## src/rtl/imm_prefix_pkg.sv

```systemverilog
package imm_prefix_pkg;
  localparam int DEF_TASKS   = 4;
  localparam int DEF_PAYLOAD = 23;
  localparam int DEF_IMM     = 9;
endpackage

```

## src/rtl/prefix_slot.sv

```systemverilog
module prefix_slot #(
  parameter int PAYLOAD_W = 23
) (
  input  logic                 clk,
  input  logic                 rst,
  input  logic                 load_en,
  input  logic                 use_en,
  input  logic [PAYLOAD_W-1:0] payload_in,
  output logic                 pend,
  output logic [PAYLOAD_W-1:0] payload_q
);
  always_ff @(posedge clk) begin
    if (rst) begin
      pend      <= 1'b0;
      payload_q <= '0;
    end else if (load_en) begin
      pend      <= 1'b1;
      payload_q <= payload_in;
    end else if (use_en) begin
      pend      <= 1'b0;
      payload_q <= '0;
    end
  end

  assert_clear_after_use_R4: assert property (@(posedge clk) disable iff (rst)
    (use_en && !load_en) |=> (!pend && payload_q == '0));
  assert_empty_is_zero_R4: assert property (@(posedge clk) disable iff (rst)
    !pend |-> payload_q == '0);
  assert_overwrite_R7: assert property (@(posedge clk) disable iff (rst)
    load_en |=> (pend && payload_q == $past(payload_in)));
endmodule

```

## src/rtl/prefix_select.sv

```systemverilog
module prefix_select #(
  parameter int NUM_TASKS = 4,
  parameter int PAYLOAD_W = 23,
  parameter int IMM_W     = 9,
  localparam int TID_W    = $clog2(NUM_TASKS),
  localparam int OPER_W   = PAYLOAD_W + IMM_W
) (
  input  logic                 valid,
  input  logic [TID_W-1:0]     task_id,
  input  logic                 is_prefix,
  input  logic                 uses_imm,
  input  logic                 is_load,
  input  logic [IMM_W-1:0]     imm,
  input  logic [NUM_TASKS-1:0] pend_vec,
  input  logic [PAYLOAD_W-1:0] payload_arr [NUM_TASKS],
  output logic [OPER_W-1:0]    operand,
  output logic                 active,
  output logic                 addr_hidden
);
  logic                 hit;
  logic [PAYLOAD_W-1:0] hi_bits;

  always_comb begin
    hit         = valid && !is_prefix && pend_vec[task_id];
    hi_bits     = payload_arr[task_id];
    active      = hit && uses_imm;
    addr_hidden = active && is_load && (imm == '0);
    operand     = active ? {hi_bits, imm} : {{PAYLOAD_W{1'b0}}, imm};
  end
endmodule

```

## src/rtl/imm_prefix_unit.sv

```systemverilog
module imm_prefix_unit
  import imm_prefix_pkg::*;
#(
  parameter int NUM_TASKS = DEF_TASKS,
  parameter int PAYLOAD_W = DEF_PAYLOAD,
  parameter int IMM_W     = DEF_IMM,
  localparam int TID_W    = $clog2(NUM_TASKS),
  localparam int OPER_W   = PAYLOAD_W + IMM_W
) (
  input  logic                 clk,
  input  logic                 rst,
  input  logic                 issue_valid,
  input  logic [TID_W-1:0]     issue_task,
  input  logic                 issue_prefix,
  input  logic [PAYLOAD_W-1:0] issue_payload,
  input  logic                 issue_uses_imm,
  input  logic                 issue_is_load,
  input  logic [IMM_W-1:0]     issue_imm,
  output logic [OPER_W-1:0]    ext_operand,
  output logic                 ext_active,
  output logic                 ext_addr_hidden
);
  logic [NUM_TASKS-1:0] pend_vec;
  logic [PAYLOAD_W-1:0] payload_arr [NUM_TASKS];

  for (genvar t = 0; t < NUM_TASKS; t++) begin : g_slot
    logic mine;
    assign mine = issue_valid && (issue_task == TID_W'(t));
    prefix_slot #(.PAYLOAD_W(PAYLOAD_W)) u_slot (
      .clk       (clk),
      .rst       (rst),
      .load_en   (mine && issue_prefix),
      .use_en    (mine && !issue_prefix),
      .payload_in(issue_payload),
      .pend      (pend_vec[t]),
      .payload_q (payload_arr[t])
    );
    assert_other_task_keeps_R5: assert property (@(posedge clk) disable iff (rst)
      (!mine && pend_vec[t]) |=> (pend_vec[t] && $stable(payload_arr[t])));
  end

  prefix_select #(
    .NUM_TASKS(NUM_TASKS), .PAYLOAD_W(PAYLOAD_W), .IMM_W(IMM_W)
  ) u_select (
    .valid      (issue_valid),
    .task_id    (issue_task),
    .is_prefix  (issue_prefix),
    .uses_imm   (issue_uses_imm),
    .is_load    (issue_is_load),
    .imm        (issue_imm),
    .pend_vec   (pend_vec),
    .payload_arr(payload_arr),
    .operand    (ext_operand),
    .active     (ext_active),
    .addr_hidden(ext_addr_hidden)
  );

  assert_active_needs_instr_R8: assert property (@(posedge clk) disable iff (rst)
    ext_active |-> (issue_valid && !issue_prefix && issue_uses_imm));
  assert_addr_needs_ext_R9: assert property (@(posedge clk) disable iff (rst)
    ext_addr_hidden |-> (ext_active && issue_is_load));
  assert_plain_operand_R10: assert property (@(posedge clk) disable iff (rst)
    !ext_active |-> (ext_operand[OPER_W-1:IMM_W] == '0));
endmodule

```

## config.mk

```make
export PLATFORM = sky130hd
export DESIGN_NAME = imm_prefix_unit
export DESIGN_NICKNAME = d
export VERILOG_FILES = /design/src/rtl/imm_prefix_pkg.sv /design/src/rtl/prefix_slot.sv /design/src/rtl/prefix_select.sv /design/src/rtl/imm_prefix_unit.sv
export SDC_FILE = /design/constraint.sdc
export NUM_CORES = 1
export LEC_CHECK = 0
export BUFFER_PORTS_ARGS = -buffer_cell sky130_fd_sc_hd__buf_2
export CAP_MARGIN = 20
export CELL_PAD_IN_SITES_DETAIL_PLACEMENT = 0
export CELL_PAD_IN_SITES_GLOBAL_PLACEMENT = 2
export CORE_ASPECT_RATIO = 0.7
export CORE_MARGIN = 2
export CORE_UTILIZATION = 35
export CTS_BUF_LIST = sky130_fd_sc_hd__clkbuf_8
export DETAILED_ROUTE_END_ITERATION = 6
export PLACE_DENSITY = 0.88
export SLEW_MARGIN = 25
export SYNTH_ARGS = -nofsm -noshare
export SYNTH_HDL_FRONTEND = slang
export SYNTH_SLANG_ARGS = --single-unit
```

## constraint.sdc

```tcl
create_clock -name clk -period 1.7 [get_ports clk]
set_input_delay 0.255 -clock clk [delete_from_list [all_inputs] [get_ports clk]]
set_output_delay 0.255 -clock clk [all_outputs]
set_load 0.03 [all_outputs]
```

== Word-level counts from Yosys, hierarchy flattened ==
Cells that the tools add are included.
Operators by class
  bitwise gates (word level): 1
  order comparisons: 2
  muxes and demuxes: 22
  reductions and logical operators: 24
  equality and inequality tests: 3
Operator list (number)
  $mux W23: 10
  $bmux W23 S2: 1
  $mux W32: 1
  $logic_and A1 B1 Y1: 17
  $logic_not A9 Y1: 1
  $mux W1: 9
  $reduce_bool A2 Y1: 4
  $eq A2 B2 Y1 const B: 2
  $ge A3 B3 Y1 const B: 1
  $lt A2 B3 Y1 const B: 1
  $not A2 Y3: 1
  $bmux W1 S2: 1
  $eq A2 B1 Y1 const B: 1
  $logic_not A2 Y1: 1
  $logic_not A1 Y1: 1
Word-level totals
  bits of input ports: 40
  word-level logic and storage cells: 60
  output and inout bits: 34
  bits in registers: 96

== Logic depth before layout (Yosys ltp) ==
Gate-level depths: netlist of the first run.
  depth in word-level cells: 6
  depth in mapped cells: 7
  mapped depth without buffers: 3

== Cells and area by module ==
Synthesis of the first run repeated with hierarchy kept, for this count alone.
Second synthesis, totals
  cell total of the unflattened synthesis: 506
  area, all modules: 5356.4 um^2
By module, submodules not included
  prefix_slot: area an instance 1099.8 um^2, seq. area each 480.5 um^2, times used 4, cells an instance 107
  prefix_select: area an instance 860.8 um^2, seq. area each 0.0 um^2, times used 1, cells an instance 70
  imm_prefix_unit: area an instance 96.3 um^2, seq. area each 0.0 um^2, times used 1, cells an instance 8

== Least setup slack after synthesis of the first run ==
Ideal clock, no wire load.
  path kind: input port to output port
  start point: in issue_prefix
  end point: out ext_operand[23]
  path slack: -0.034 ns
  data arrival time: 1.479 ns
  stages: 5
  buffers on the path: 2
  required time: 1.445 ns
  path through: buf_2 nor4bb_1 a2bb2oi_2 clkbuf_4 nor2b_1
On the way
  longest elaborated chain between the ends: 5
RTL lines
  start: declaration: line imm_prefix_unit.sv:14  | input logic issue_prefix,
  $logic_not A1 Y1: line prefix_select.sv:24  | hit = valid && !is_prefix && pend_vec[task_id];
  $logic_and A1 B1 Y1 (2 in series): line prefix_select.sv:24
  $logic_and A1 B1 Y1: line prefix_select.sv:26  | active = hit && uses_imm;
  $mux W32: line prefix_select.sv:28  | operand = active ? {hi_bits, imm} : {{PAYLOAD_W{1'b0}}, imm};
  end: declaration: line imm_prefix_unit.sv:19  | output logic [OPER_W-1:0] ext_operand,
Every way passes these cells.

== Worst setup path after layout of the first run ==
  start point: reg g_slot[0].u_slot.pend
  end point: out ext_operand[10]
On the way
  longest elaborated chain between the ends: 5
RTL lines
  start: declaration: line prefix_slot.sv:9  | output logic pend,
  start signal: assignment: line prefix_slot.sv:14  | pend <= 1'b0;
  start signal: assignment: line prefix_slot.sv:17  | pend <= 1'b1;
  start signal: assignment: line prefix_slot.sv:20  | pend <= 1'b0;
  $bmux W1 S2: line prefix_select.sv:24
  $mux W1 (implied by the code): line prefix_select.sv:24
  $logic_and A1 B1 Y1: line prefix_select.sv:24
  $logic_and A1 B1 Y1: line prefix_select.sv:26
  $mux W32: line prefix_select.sv:28
Every way passes these cells. The select of a mux whose other input is x is not followed.

==> results of run 1 <==
[how the worst max path moves through the flow]
stage / start / to / slack (ps) / cells past startpoint
2_1_floorplan: issue_prefix / ext_operand[23] / -30 / 5
3_3_place_gp: issue_task[1] / ext_operand[9] / -110 / 5
3_5_place_dp: issue_task[1] / ext_operand[31] / -130 / 6
4_1_cts: g_slot[0].u_slot.pend / ext_operand[9] / -260 / 7
5_1_grt: g_slot[0].u_slot.pend / ext_operand[10] / -270 / 6
6_report: g_slot[0].u_slot.pend / ext_operand[10] / -220 / 6
[per-stage QoR]
| step | util | setup TNS [ps] | power, mW | std cells | hold slack [ps] |
|---|---|---|---|---|---|
| after floorplan | - | -463.5 | 2.674 | 509 | 415.6 |
| after global placement | 0.4012 | -1998 | 2.847 | 711 | 438.0 |
| after detailed placement | 0.4012 | -2373 | 2.854 | 711 | 443.3 |
| after CTS | 0.4323 | -5115 | 4.373 | 732 | 160.3 |
| after global routing | 0.4392 | -6158 | 4.508 | 732 | 169.4 |
| final | 0.4392 | -4756 | 4.342 | 732 | 176.6 |
[timing repair]
action | 4_1_cts | 5_1_grt
setup endpoints to repair | 25 | 25
resized for setup | 37 | 21
gates cloned | 2 | 1
buffers inserted | 3 | 0
pin swaps | 1 | 1
[critical path, delay by kind of cell (launching register included)]
family | cells | cell delay, ps
muxes | 1 | 290
AOI/OAI and AO/OA | 1 | 170
DFF | 1 | 330
buffers and inverters | 3 | 460
and+or+nand+nor | 1 | 50
[sequential cells by signal, summed over array words and instances, names as in the netlist]
name and flops:
g_slot.u_slot.pend 4, g_slot.u_slot.payload_q 92
[power by group through the flow]
stage / Sequential, mW / Combinational, mW / Clock, mW
6_report: 2.32 / 0.501 / 1.52
3_5_place_dp: 2.37 / 0.484 / 0
2_1_floorplan: 2.36 / 0.313 / 0
5_1_grt: 2.32 / 0.537 / 1.65
4_1_cts: 2.32 / 0.494 / 1.56
3_3_place_gp: 2.37 / 0.479 / 0
[kinds of logic after synthesis]
kind of cell / after synthesis
simple gates: 229
compound gates: 97
flops: 96
buf+inv: 62
mux: 25
[layer usage]
layer,global-route usage,wire length [um],vias to the layer above
met2,0.2994,5974,137
met5,0,0,-
li1,-,-,1876
met1,0.2514,5900,1881
met4,0.05517,165,0
met3,0.03727,705,13
[area by class of cell]
class / instances / share of cell area
tap: 162 / 0.03716
multi-input combinational: 351 / 0.4094
clock inverter: 5 / 0.008716
inverter: 1 / 0.0006881
timing repair buffer: 106 / 0.1633
clock buffer: 11 / 0.02775
sequential: 96 / 0.3530
[cell usage in the layout, fill, tap and decap left out]
master and n:
nor2b_4 4, nor2b_2 6, and3b_1 2, buf_12 10, buf_2 48, buf_16 1, inv_1 3, nor4_1 2
dfxtp_1 93, nand3b_2 2, mux4_1 4, buf_4 32, mux2_4 1, nor2b_1 13, nand4b_1 2, clkbuf_16 1
a21oi_1 96, nor4bb_2 1, nand3_1 93, clkbuf_8 11, nand2_1 100, or3b_1 1, bufinv_16 1, mux2i_4 1
nor2_2 1, a2bb2oi_4 1, buf_6 14, clkinv_2 2, dfxtp_2 3, mux4_2 19, and3_1 1, nor3b_4 1
==> impl_metrics.env, run 1 <==
export IMPL_switching_share=0.2549
export IMPL_synth_area_leaders="dfxtp_1 (43%), a21oi_1 (11%), nand3_1 (10%)"
export IMPL_core_area_um2=12420
export IMPL_cts_root_buffer="clkbuf_8"
export IMPL_stdcell_area_um2=5455
export IMPL_synthSimpleGateAreaFrac=0.2494
export IMPL_rsz0062_at_grt="yes"
export IMPL_pre_cts_ws_ps=-130.3
export IMPL_hold_path_class="input port to flop"
export IMPL_hpwlAfterDp_um=7993
export IMPL_synth_cell_types=28
export IMPL_wl_per_cell_um=17.41
export IMPL_syn_inst=509
export IMPL_finalWirelength_um=12750
export IMPL_numCtsBuffers=9
export IMPL_die_w_um=138.8
export IMPL_drtAntennaViolNets=0
export IMPL_synth_nets=549
export IMPL_finalClockSkew_ps=0
export IMPL_slew_headroom=0.3521
export IMPL_holdPathEnd="g_slot[0].u_slot.payload_q[10]"
export IMPL_status="finished, violations left"
export IMPL_r2r_cells=2
export IMPL_synthAdderAreaFrac=0
export IMPL_regArea_um2=1926
export IMPL_placed_area_um2=4984
export IMPL_pin_count=74
export IMPL_final_hold_viol_count=0
export IMPL_p_clk_frac=0.351
export IMPL_slew_violations=0
export IMPL_multi_input_area_um2=2233
export IMPL_crit_chain="mux2_4 > a2bb2oi_4 > buf_6 > clkbuf_16 > nor2b_1 > buf_4"
export IMPL_cts_hold_buf=0
export IMPL_io_buffer_count=73
export IMPL_yosysMostFrequentCell="nand2_1"
export IMPL_grt_use_total=0.1848
export IMPL_drv_cap=0
export IMPL_grt_max_degree=97
export IMPL_synth_top_cells_by_count="nand2_1 (100), a21oi_1 (96), dfxtp_1 (96)"
export IMPL_p_comb_frac=0.115
export IMPL_ir_drop_mv=0.3553
export IMPL_finalWeightedCongestion=0.7845
export IMPL_fmax_ghz=0.5215
export IMPL_final_nets=605
export IMPL_critPathArrivalTime_ps=1660
export IMPL_vias_per_cell=5.337
export IMPL_synth_top_family_by_area="simple AND/OR/NAND/NOR gates"
export IMPL_synth_edff_count=0
export IMPL_num_rows=34
export IMPL_min_from="issue_payload[10]"
export IMPL_clock_sinks=96
export IMPL_cts_htree_levels=3
export IMPL_die_h_um=98.35
export IMPL_layout_min_cycle_time_ps=1918
export IMPL_synth_compound_area_share=0.1113
export IMPL_worst_slew_pin_slew_ps=971.8
export IMPL_clk_path_buf_depth=2
export IMPL_cp_start_kind="flop"
export IMPL_grt_antenna_before_repair=0
export IMPL_p_seq_frac=0.534
export IMPL_syn_cell_area_um2=4451
export IMPL_worstPathMaxFanout=6
export IMPL_synth_top_cell_area_share=0.4318
export IMPL_n_antenna_cell=0
export IMPL_grt_pass1_wl_um=19890
export IMPL_layout_setup_ws_ps=-217.6
export IMPL_critPathMaxStageDelay_ps=330
export IMPL_cts_tree="built"
export IMPL_syn_avg_cell_area_um2=8.744
export IMPL_ys_seq_area_frac=0.4318
export IMPL_internal_power_mw=3.235
export IMPL_failed_checks="negative setup slack"
export IMPL_synth_async_reset_ratio=0
export IMPL_ys_seq_elements=96
export IMPL_cellLeakagePower_nw=1.939
export IMPL_initial_core_util=0.3583
export IMPL_reg2reg_setup_slack_ps=1070
export IMPL_die_area_um2=13650
export IMPL_end_kind="output port"
export IMPL_setup_viol=25
export IMPL_timing_rr_end="g_slot[3].u_slot.payload_q[15]"
export IMPL_min_period_over_period=1.128
export IMPL_drt_iter0_drc=327
export IMPL_yosysWarnings=0
export IMPL_vias=3907
export IMPL_drc=0
export IMPL_holdPathStages=3
export IMPL_drive_gt1_frac=0.2807
export IMPL_p_per_area_nw_per_um2=795.9
export IMPL_yosysTopAreaCell="dfxtp_1"
export IMPL_syn_to_final_growth_pct=22.58
export IMPL_synth_mux_area_frac=0.1245
export IMPL_synth_xor_xnor_area_share=0
export IMPL_required_ps=1440
export IMPL_fillCellCount=1228
export IMPL_clock_latency_ps=360
export IMPL_worst_path_max_delay_cell="dfxtp_2"
export IMPL_firstDrtPassIters=5
export IMPL_power_switching_mw=1.107
export IMPL_grt_pass1_vias=3688
export IMPL_clk_transition_reported_paths_ps=100
export IMPL_synth_ff_type="dfxtp_1"
export IMPL_grt_overflow=0
export IMPL_timing_rr_start="g_slot[3].u_slot.payload_q[15]"
export IMPL_critPathKind="flop to output port"
(Power assumes the default switching activity.)
==> run 2, diff against run 1 <==
--- a/config.mk
+++ b/config.mk
@@ -14,8 +14,9 @@
 export CORE_UTILIZATION = 35
 export CTS_BUF_LIST = sky130_fd_sc_hd__clkbuf_8
 export DETAILED_ROUTE_END_ITERATION = 6
-export PLACE_DENSITY = 0.88
+export PLACE_DENSITY = 0.85
 export SLEW_MARGIN = 25
 export SYNTH_ARGS = -nofsm -noshare
 export SYNTH_HDL_FRONTEND = slang
+export SYNTH_HIERARCHICAL = 1
 export SYNTH_SLANG_ARGS = --single-unit
==> constraint.sdc (replaced) <==
create_clock -name clk -period 1.6 [get_ports clk]
set_input_delay 0.24 -clock clk [delete_from_list [all_inputs] [get_ports clk]]
set_output_delay 0.24 -clock clk [all_outputs]
set_load 0.03 [all_outputs]
==> run 2 against run 1 <==
Against the previous run: the run still ends with negative setup slack left; power is 9.6% higher; synthesized area is 20% higher; register-to-register slack worse by 470 ps.
==> impl_metrics.env, run 2 <==
export IMPL_critPathArrivalTime_ps=1790
export IMPL_drv_cap=0
export IMPL_required_ps=1360
export IMPL_post_cts_buffers=0
export IMPL_cts_tree="built"
export IMPL_finalWeightedCongestion=0.7524
export IMPL_ys_seq_elements=96
export IMPL_largest_reg_flops=92
export IMPL_final_hold_viol_count=0
export IMPL_cts_hold_buf=0
export IMPL_slew_violations=0
export IMPL_layout_min_cycle_time_ps=2028
export IMPL_grt_pass1_wl_um=21060
export IMPL_die_h_um=107.5
export IMPL_grt_antenna_before_repair=0
export IMPL_wl_per_cell_um=17.00
export IMPL_utilization=0.4174
export IMPL_cellLeakagePower_nw=1.943
export IMPL_initial_core_util=0.3616
export IMPL_min_from="issue_payload[20]"
export IMPL_power_total_mw=4.759
export IMPL_yosysMostFrequentCell="dfxtp_1"
export IMPL_failed_checks="negative setup slack"
export IMPL_layout_setup_ws_ps=-427.8
export IMPL_die_area_um2=16330
export IMPL_hpwlAfterDp_um=8538
export IMPL_worst_slew_pin_slew_ps=517.9
export IMPL_multi_input_area_um2=2709
export IMPL_p_per_area_nw_per_um2=769.7
export IMPL_finalClockSkew_ps=0
export IMPL_syn_avg_cell_area_um2=10.59
export IMPL_drive_gt1_frac=0.4367
export IMPL_synth_top_cell_area_share=0.3588
export IMPL_yosysTopAreaCell="dfxtp_1"
export IMPL_cts_root_buffer="clkbuf_8"
export IMPL_drt_iter0_drc=204
export IMPL_slew_headroom=0.6548
export IMPL_worstPathMaxFanout=17
export IMPL_reg_largest_list="g_slot.u_slot/payload_q: 92 flops, g_slot.u_slot/pend: 4 flops"
export IMPL_final_cell_mix="dfxtp_1 (94), inv_1 (92), nand2_1 (92)"
export IMPL_ys_seq_area_frac=0.3588
export IMPL_firstDrtPassIters=4
export IMPL_regMostFlops="g_slot.u_slot/payload_q"
export IMPL_syn_inst=506
export IMPL_syn_cell_area_um2=5356
export IMPL_drtAntennaViolNets=0
export IMPL_vias=3872
export IMPL_final_common_cell="dfxtp_1"
export IMPL_tns_ps=-9835
export IMPL_synth_ff_type="dfxtp_1"
export IMPL_rsz0062_at_grt="yes"
export IMPL_grt_use_total=0.1633
export IMPL_io_buffer_count=73
export IMPL_clk_transition_reported_paths_ps=90
export IMPL_cp_startpoint="g_slot[1].u_slot/pend"
export IMPL_clock_latency_ps=370
export IMPL_synth_async_reset_ratio=0
export IMPL_die_w_um=151.9
export IMPL_clock_sinks=96
export IMPL_end_kind="output port"
export IMPL_cp_start_kind="flop"
export IMPL_grt_max_degree=61
export IMPL_status="finished, violations left"
export IMPL_pin_count=74
export IMPL_synth_edff_count=0
export IMPL_critPathKind="flop to output port"
export IMPL_final_nets=597
export IMPL_synth_top_cells_by_count="dfxtp_1 (96), inv_1 (92), nand2_1 (92)"
export IMPL_finalWirelength_um=12850
export IMPL_vias_per_cell=5.122
export IMPL_synth_nets=546
export IMPL_n_antenna_cell=0
export IMPL_yosysWarnings=6
export IMPL_synth_area_leaders="dfxtp_1 (36%), o32ai_2 (24%), mux4_2 (10%)"
export IMPL_syn_to_final_growth_pct=15.44
export IMPL_grt_overflow=0
export IMPL_regArea_um2=1924
export IMPL_grt_pass1_vias=3888
export IMPL_setup_viol=25
export IMPL_num_rows=37
export IMPL_timing_rr_start="g_slot[2].u_slot/payload_q[20]"
export IMPL_cts_htree_levels=3
export IMPL_hold_path_class="input port to flop"
export IMPL_core_area_um2=14810
export IMPL_fillCellCount=1431
export IMPL_synth_cell_types=24
export IMPL_numCtsBuffers=9
export IMPL_fmax_ghz=0.4932
export IMPL_min_period_over_period=1.267
export IMPL_whs_ps=168.5
export IMPL_ir_drop_mv=0.3343
export IMPL_clk_path_buf_depth=2
export IMPL_drc=0
-- run 2: cell count changes in the layout (fill, tap and decap cells not counted), moves of 8 or more --
cell | before | now
nand2_1 | 100 | 92
o32ai_2 | 0 | 80
buf_6 | 14 | 5
nand3_1 | 93 | 0
a21oi_1 | 96 | 8
inv_1 | 3 | 92
o32ai_1 | 0 | 8
-- run 2: stage by stage --
stage,setup slack (ps),instances,cell area [um2]
6_report,-427.8,756,6183
2_1_floorplan,-130.4,506,5379
3_5_place_dp,-174.3,741,5904
4_1_cts,-448.9,756,6182
3_3_place_gp,-142.6,741,5904
5_1_grt,-501.5,756,6183
-- run 2: final cells by class --
class | instances | area share
clock buffers | 11 | 0.02448
clock inverters | 4 | 0.008701
inverters | 93 | 0.05645
multi-input cells | 260 | 0.4381
flip-flops and latches | 96 | 0.3112
well taps | 195 | 0.03946
repair buffers | 97 | 0.1216
-- run 2: what timing repair did --
action                                  4_1_cts  5_1_grt
gates resized for setup                      26        1
endpoints found under the setup margin       25       25
cloned                                        0        0
-- run 2: where the power goes --
part | leakage [nW] | internal, mW | switching (mW) | total [mW]
combinational | 1.07 | 0.254 | 0.373 | 0.626
sequential | 0.778 | 2.44 | 0.0270 | 2.47
clock | 0.0976 | 0.802 | 0.863 | 1.67
-- run 2: layer usage --
metal  vias up  wire length [um]  GRT usage
met5         -                 0          0
met2        98              5888     0.2642
li1       1864                 -          -
met3        25               645    0.03945
met4         0               161    0.04005
met1      1885              6157     0.2211
-- run 2: worst paths after layout --
kind	to	slack, ps	depth (start not counted)
worst max register to register	g_slot[2].u_slot/payload_q[20]	600	2
worst min-delay path	g_slot[1].u_slot/payload_q[20]	170	3
worst max-delay path	ext_operand[20]	-430	5
worst min register to register	g_slot[3].u_slot/payload_q[21]	490	2
-- run 2: cells by family after synthesis --
family / after synthesis / synth area share
muxes: 24 / 0.1009
buffers and inverters: 150 / 0.1406
DFF: 96 / 0.3588
and+or+nand+nor: 140 / 0.1362
AOI/OAI and AO/OA: 96 / 0.2635
-- run 2: critical path, cell delays in order (launching register included) --
cell      delay, ps
dfxtp_2         350
mux4_2          500
nand4b_4        150
buf_12          170
nor2b_1          70
buf_4           160
